$ cat src/rtl/pwrdn_seq.sv
module pwrdn_seq #(
  parameter int NPIN      = 8,
  parameter int SEL_W     = 3,
  parameter int ENTRY_CYC = 32,
  parameter int WAKE_CYC  = 512,
  parameter logic [SEL_W-1:0] SEL_HI = SEL_W'(4),
  parameter logic [SEL_W-1:0] SEL_LO = SEL_W'(6)
) (
  input  logic                  clk,
  input  logic                  rst_n,
  input  logic                  wr_en,
  input  logic [2:0]            wr_data,
  input  logic [NPIN*SEL_W-1:0] pin_sel,
  input  logic [NPIN-1:0]       pin_in,
  input  logic                  ext_int,
  output logic                  pd_out,
  output logic                  mpu_irq
);
  localparam int EW = (ENTRY_CYC > 1) ? $clog2(ENTRY_CYC) : 1;
  localparam int WW = (WAKE_CYC > 1) ? $clog2(WAKE_CYC) : 1;
  localparam logic [EW-1:0] ENT_LAST = EW'(ENTRY_CYC - 1);
  localparam logic [WW-1:0] WK_LAST  = WW'(WAKE_CYC - 1);

  logic [NPIN-1:0] s1, s2;
  logic            pd_bit, mux_sel, wk_run, wk_irq, wake_any;
  logic [EW-1:0]   ent_cnt;
  logic [WW-1:0]   wk_cnt;

  always_ff @(posedge clk or negedge rst_n)
    if (!rst_n) begin
      s1 <= '0;
      s2 <= '0;
    end else begin
      s1 <= pin_in;
      s2 <= s1;
    end

  always_comb begin
    wake_any = 1'b0;
    for (int i = 0; i < NPIN; i++) begin
      if (pin_sel[i*SEL_W +: SEL_W] == SEL_HI &&  s2[i]) wake_any = 1'b1;
      if (pin_sel[i*SEL_W +: SEL_W] == SEL_LO && !s2[i]) wake_any = 1'b1;
    end
  end

  wire hit    = wake_any & pd_bit;
  wire req    = wr_en & wr_data[0];
  wire ack    = wr_en & wr_data[2];
  wire ent_tc = (ent_cnt == ENT_LAST);
  wire wk_tc  = wk_run & (wk_cnt == WK_LAST);

  always_ff @(posedge clk or negedge rst_n)
    if (!rst_n) begin
      pd_bit  <= 1'b0;
      mux_sel <= 1'b0;
      pd_out  <= 1'b0;
      ent_cnt <= '0;
    end else begin
      if (wr_en) mux_sel <= wr_data[1];
      if (hit) begin
        pd_bit  <= 1'b0;
        pd_out  <= 1'b0;
        ent_cnt <= '0;
      end else begin
        if (wr_en) pd_bit <= wr_data[0];
        pd_out  <= pd_bit & (pd_out | ent_tc);
        ent_cnt <= (!pd_bit || pd_out || ent_tc) ? '0 : ent_cnt + 1'b1;
      end
    end

  always_ff @(posedge clk or negedge rst_n)
    if (!rst_n) begin
      wk_run <= 1'b0;
      wk_cnt <= '0;
      wk_irq <= 1'b0;
    end else begin
      if (wk_tc)    wk_irq <= 1'b1;
      else if (ack) wk_irq <= 1'b0;
      if (hit) begin
        wk_run <= 1'b1;
        wk_cnt <= '0;
      end else if (req || wk_tc) begin
        wk_run <= 1'b0;
        wk_cnt <= '0;
      end else if (wk_run) begin
        wk_cnt <= wk_cnt + 1'b1;
      end
    end

  assign mpu_irq = mux_sel ? wk_irq : ext_int;
endmodule

$ cat config.mk
export PLATFORM = sky130hd
export DESIGN_NAME = pwrdn_seq
export DESIGN_NICKNAME = d
export VERILOG_FILES = /design/src/rtl/pwrdn_seq.sv
export SDC_FILE = /design/constraint.sdc
export NUM_CORES = 1
export LEC_CHECK = 0
export ABC_AREA = 1
export BUFFER_PORTS_ARGS = -buffer_cell sky130_fd_sc_hd__buf_2
export CORE_MARGIN = 1
export CORE_UTILIZATION = 55
export DETAILED_ROUTE_END_ITERATION = 6
export MAX_ROUTING_LAYER = met4
export PLACE_DENSITY = 0.87
export SYNTH_ARGS = -nofsm -noshare
export SYNTH_HDL_FRONTEND = slang
export SYNTH_SLANG_ARGS = --single-unit
$ cat constraint.sdc
create_clock -name clk -period 2.16 [get_ports clk]
set_input_delay 0.432 -clock clk [delete_from_list [all_inputs] [get_ports clk]]
set_output_delay 0.432 -clock clk [all_outputs]
set_load 0.02 [all_outputs]
==> impl_results.md, run 1 <==
- Outcome: finished clean
- Post-synth ARST share: 100%
- WL/cell: 10.3 um
- FP Rows: 18
- DIE AREA: 0.00304 sq mm
- Sequential share of the synthesized area: 56.4%
- Core area: 0.00257 sq mm
- Hold WC Path Type: in -> async
- Design Power: 1.26 mW
- Slew margin rel.: 51.6%
- # fillers: 189
- Largest net degree at the start of global routing: 36
- Final period util: 75.4%
- Final hold vios: 0
- Gate Count Post-Synth: 177
- Drt pass-1 iters: 4
- Htree depth: 2
- Fmax: 614 MHz
- CTS tree: built
- DP HPWL: 2.02 mm
- Port buffer count: 40
- Finished Core Util: 72.0%
- YS warnings: 0
- CP Launch Type: flip-flop
- Mapped Area: 0.00155 sq mm
- Num ports: 41
- Drc violations: 0
- GRT overflow: 0
- Critical path data required time: 2370 ps
- Max VDD drop: 629 uV
- Critical Path AT: 1840 ps
- Final setup viols: 0
- Clock sink total: 35
- CP Cell Sequence: ha_1, nand3_1, nor4_1, ha_1, nand2_1, nand2_1, inv_1, nand2_2, a21oi_1
- Yosys cell types: 24
- CTS max path bufs: 2
- Mapped Nets: 220
- Pins Over Slew Limit: 0
- Average size of a mapped cell: 8.78 sq um
- Gpl congestion: 0.828
- Detail Route Antenna Nets: 0
- Vias in the first global route: 1074
- CP bufs+invs: 1
- P&R area growth vs syn: 18.9%
- Unrepaired setup endpoints after global routing: false
- Hold-fix buffers, CTS: 0
- Pleak: 1.04 nW
- CTS Buf Count: 5
- Antenna cells: 0
- First-pass GRT wire length: 4.29 mm
- Main flop type after synthesis: dfrtp_1
- Pwr per Cell Area: 680 mW/mm^2
- Setup ws final: 531 ps
- Number of synthesized flops with an enable pin: 0
- Worst-path clk slew: 90 ps
- Post-cts sizing count: 0
- Most frequent cells in the layout: nand2_1 (45), buf_2 (40), dfrtp_1 (35), inv_1 (31), nor2_1 (19)
- First DRT Iteration DRCs: 11
- Layout Nets: 267
- Worst slew pin tran: 726 ps
- Chip height: 55.2 um
- Worst path slowest cell: dfrtp_1
- Share of post-route cells with drive strength above 1: 25.0%
- Capturing element type of the critical path: flip-flop
- Worst clock skew: 3.14 ps
- Initial antenna violation count: 0
- Setup_tns: 0 ps
- Largest stage delay, worst path: 390 ps
- Fin crit period: 1630 ps
- Via/cell ratio: 4.78
- Place WS: 539 ps
- Die W: 55.2 um
- Clock root buffer: clkbuf_4
- Max-cap violations: 0
- CP top delay family: simple AND/OR/NAND/NOR gates
- Via Count: 1214
- Worst Path Max Fanout: 7
- Number of buffers added for setup after CTS: 0
- Kind of critical path: reg -> reg
- Seq cells post-synth: 35
- Total Wirelength: 2.61 mm
- Most common cell after layout, fill and taps aside: nand2_1
- Total GRT Usage: 22.1%
- Clk_lat worst skew: 320 ps
- Initial Utilization: 60.5%
synth_stat cells, types with 2 or more instances:
cell / count / area share, %
xnor2_1: 2 / 1.1
nand2_2: 2 / 0.81
nand2_1: 45 / 11
ha_1: 4 / 3.2
inv_1: 31 / 7.5
nand4_1: 6 / 2.4
nand3_1: 12 / 3.9
nor2_1: 19 / 4.6
xor2_1: 3 / 1.7
dfrtp_1: 35 / 56
nor3_1: 3 / 0.97
inv_2: 2 / 0.48
a21oi_1: 2 / 0.64
metal layers:
| metal | share of wire [%] | track usage [%] | wire length, um |
|---|---|---|---|
| met2 | 50 | 35.1 | 1290 |
| met4 | 3.3 | 12.1 | 85 |
| met3 | 4.7 | 7.92 | 123 |
| met5 | 0 | - | 0 |
| met1 | 43 | 24.2 | 1110 |
worst register-to-register path: cells and delay by family, from the launching register on:
| family | cells | cell delay (ps) |
|---|---|---|
| AND/OR/NAND/NOR | 5 | 590 |
| flip-flops | 1 | 390 |
| adder cells (fa/ha/maj) | 2 | 390 |
| buffers and inverters | 1 | 120 |
| AO/OA/AOI/OAI | 1 | 60 |
flip-flops by register name (all words and copies together), names as in the netlist:
register	flops
s2	8
s1	8
pd_bit	1
wk_run	1
pd_out	1
mux_sel	1
wk_irq	1
wk_cnt	9
ent_cnt	5
power by group:
group / leakage (nW) / switching (mW) / internal [mW]
logic: 0.560 / 0.108 / 0.0684
clock network: 0.0341 / 0.195 / 0.151
registers: 0.444 / 0.0355 / 0.698
total: 1.04 / 0.339 / 0.917
cell type report:
type | instances | area [sq um] | share of cell area [%]
Sequential cell | 35 | 876 | 47.4
Multi-Input combinational cell | 108 | 551 | 29.8
Timing Repair Buffer | 40 | 200 | 10.8
Inverter | 34 | 128 | 6.91
Clock buffer | 6 | 51.3 | 2.78
Tap cell | 30 | 37.5 | 2.03
Clock inverter | 1 | 5.00 | 0.271
path summary, 6_finish.rpt:
path	start	end	slack, ps	cells past startpoint
max	wk_cnt[0]	wk_cnt[2]	530	9
min in group clk	pin_in[5]	s1[5]	210	1
min reg2reg	s1[5]	s2[5]	350	0
max reg2reg	wk_cnt[0]	wk_cnt[2]	530	9
max in group asynchronous	rst_n	s2[1]	1540	1
min	rst_n	wk_run	160	1
per-stage QoR:
stage | area, sq um | instances | hold WS [ps]
4_1_cts | 1850 | 254 | 176
3_3_place_gp | 1790 | 247 | 333
6_report | 1850 | 254 | 156
5_1_grt | 1850 | 254 | 182
2_1_floorplan | 1550 | 177 | 136
3_5_place_dp | 1790 | 247 | 335
logic make-up (layout without fill, tap and decap cells):
logic type | Yosys count | after routing | synth area share, %
buf+inv | 34 | 81 | 8.21
xor+xnor | 5 | 5 | 2.82
flops | 35 | 35 | 56.4
simple gates | 94 | 94 | 27.5
compound gates | 5 | 5 | 1.85
fa+ha+maj | 4 | 4 | 3.22
No activity file was read; power rests on OpenSTA's default activity.
==> run 2, diff against run 1 <==
--- a/config.mk
+++ b/config.mk
@@ -8,10 +8,10 @@
 export ABC_AREA = 1
 export BUFFER_PORTS_ARGS = -buffer_cell sky130_fd_sc_hd__buf_2
 export CORE_MARGIN = 1
-export CORE_UTILIZATION = 55
+export CORE_UTILIZATION = 51
 export DETAILED_ROUTE_END_ITERATION = 6
 export MAX_ROUTING_LAYER = met4
-export PLACE_DENSITY = 0.87
+export PLACE_DENSITY = 0.82
 export SYNTH_ARGS = -nofsm -noshare
 export SYNTH_HDL_FRONTEND = slang
 export SYNTH_SLANG_ARGS = --single-unit
==> constraint.sdc (replaced) <==
create_clock -name clk -period 1.6 [get_ports clk]
set_input_delay 0.32 -clock clk [delete_from_list [all_inputs] [get_ports clk]]
set_output_delay 0.32 -clock clk [all_outputs]
set_load 0.02 [all_outputs]
==> run 2 against run 1 <==
Against the previous run: the flow now finishes with violations (DRC, setup timing); die area up 7.6%; clock power up 120%; global-route usage down 1.9 points; cell area is 10% higher; sequential cell count is the same; core utilization about the same; hold slack got worse by 73 ps; highest routed layer unchanged; register-to-register slack got worse by 550 ps; critical path type unchanged; maximum frequency up 0.36%; cell count increased by 4.3%; critical path depth did not move; wire length up 1.4%.
==> impl_results.md, run 2 (synthesis gave the netlist of run 1 again) <==
- Register with the most flip-flops: wk_cnt
- Num ports: 41 (unchanged)
- Layout Nets: 276 (+3.4%)
- Total Wirelength: 2.65 mm (+1.4%)
- Placed cell count: 253 (+2.4%)
- Clock sink total: 35 (unchanged)
- Met1 usage: 22.6% (-1.5 points)
- DIE AREA: 0.00327 sq mm (+7.6%)
- Worst clock skew: 6.70 ps (+3.56 ps)
- Top Registers: wk_cnt x9, s1 x8, s2 x8
- Setup ws final: -23.4 ps (-554 ps)
- Htree depth: 2 (unchanged)
- Pleak: 1.12 nW (+7.4%)
- Max-cap violations: 0 (unchanged)
- DP HPWL: 2.01 mm (-0.18%)
- Met3 usage: 6.12% (-1.8 points)
- FP Rows: 19 (+1)
- Outcome: complete, but fails checks
- Met2 usage: 34.3% (-0.85 points)
- Max FFs per register: 9 (unchanged)
- Non-Filler Instances: 265 (+4.3%)
- Fmax: 616 MHz (+0.36%)
- Pins Over Slew Limit: 0 (unchanged)
- Pwr per Cell Area: 1020 mW/mm^2 (+50%)
- Max VDD drop: 764 uV (+21%)
- Die W: 57.2 um (+3.7%)
- Place WS: -113 ps (-652 ps)
- Vias in the first global route: 1242 (+16%)
- Worst slew pin tran: 375 ps (-351 ps)
- Drc violations: 3 (+3)
- Port buffer count: 40 (unchanged)
- Share of post-route cells with drive strength above 1: 33.8% (+8.8 points)
- Via Count: 1269 (+4.5%)
- Most common cell after layout, fill and taps aside: nand2_1
- Final setup viols: 9 (+9)
- Chip height: 57.2 um (+3.7%)
- Fin crit period: 1620 ps (-5.85 ps)
- Most frequent cells in the layout: nand2_1 (41), buf_2 (40), dfrtp_1 (35), inv_1 (29), nor2_1 (17)
- Clock root buffer: clkbuf_4
- Failing checks: DRC, setup timing
- Slew margin rel.: 75.0% (+23 points)
- Unrepaired setup endpoints after global routing: true
- Worst Path Max Fanout: 7 (unchanged)
- Final hold vios: 0 (unchanged)
- Total GRT Usage: 20.2% (-1.9 points)
- WHS: 82.7 ps (-73.4 ps)
- Drt pass-1 iters: 6 (+2)
- Detail Route Antenna Nets: 0 (unchanged)
- WL/cell: 10.0 um (-2.8%)
- Gpl congestion: 0.850 (+2.7%)
- CP Launch Type: flip-flop
- Worst-path clk slew: 110 ps (+20 ps)
- Initial antenna violation count: 0 (unchanged)
- Largest net degree at the start of global routing: 21 (-42%)
- Critical path data required time: 1830 ps (-540 ps)
- CTS tree: built
- CTS Buf Count: 5 (unchanged)
- Hold WC Path Type: in -> reg
- Antenna cells: 0 (unchanged)
- CTS max path bufs: 2 (unchanged)
- Finished Core Util: 72.0% (about the same)
- First DRT Iteration DRCs: 27 (+16)
- Final period util: 101% (+26 points)
- Clk_lat worst skew: 330 ps (about the same)
- Critical Path AT: 1850 ps (about the same)
- First-pass GRT wire length: 4.84 mm (+13%)
- Core area: 0.00283 sq mm (+10%)
- Via/cell ratio: 4.79 (+0.19%)
- P&R area growth vs syn: 31.0%
- Setup_tns: -122 ps (-122 ps)
- Kind of critical path: reg -> reg
- Initial Utilization: 54.9% (-5.6 points)
- GRT overflow: 0 (unchanged)
- GR peak layer: met2
- Capturing element type of the critical path: flip-flop
==> run 2: cell types whose count changed in the layout (fill, tap and decap cells not counted), moves of 2 or more <==
cell	previous run	this run
buf_4	0	7
bufinv_16	0	2
ha_1	4	1
ha_2	0	3
inv_1	31	29
nand2_1	45	41
nand2_2	2	5
nor2_1	19	17
nor2_2	1	3
==> run 2: final cells by class <==
class,count,area [sq um]
flip-flops and latches,35,876
multi-input cells,108,603
clock inverters,3,67.6
fillers,223,793
inverters,34,130
clock buffers,5,37.5
well taps,31,38.8
repair buffers,49,283
==> run 2: power breakdown <==
part	switching, mW	internal (mW)	total (mW)
combinational	0.166	0.140	0.306
clock	0.292	0.486	0.778
sequential	0.0454	0.943	0.988
total	0.503	1.57	2.07
==> run 2: path summary, 6_finish.rpt <==
check	start	to	slack, ps	cells past startpoint
max in group asynchronous	rst_n	s2[5]	750	3
worst min-delay path	pin_in[2]	s1[2]	80	1
min in group asynchronous	rst_n	wk_cnt[2]	430	2
worst min register to register	s1[4]	s2[4]	360	0
worst max-delay path	wk_cnt[1]	wk_cnt[6]	-20	9
worst max register to register	wk_cnt[1]	wk_cnt[6]	-20	9
==> run 2: critical path, stage by stage (launching register included) <==
cell and delay [ps]:
dfrtp_1 390, ha_2 200, nand3_2 90, nor4_4 240, ha_2 220, nand2_2 60
nand2_2 110, inv_4 60, nand2_4 100, nor2_1 50
==> run 2: through the flow <==
step	cell area (sq um)	power, mW
after floorplan	1550	1.14
after global placement	1840	1.27
after detailed placement	1840	1.28
after CTS	1970	2.07
after global routing	2040	2.20
final	2040	2.07
==> run 2: what timing repair did <==
| action | 4_1_cts | 5_1_grt |
|---|---|---|
| endpoints found under the setup margin | 9 | 13 |
| hold buffers | 1 | 0 |
| resized for setup | 3 | 14 |
| pin swaps | 1 | 6 |
| setup buffers | 0 | 3 |
| hold endpoints to repair | 15 | 0 |
==> run 2: layer usage <==
layer | part of all wire (%) | vias to the layer above
met3 | 4.8 | 5
met2 | 52 | 25
li1 | - | 659
met5 | 0 | -
met1 | 42 | 580
met4 | 1.3 | 0
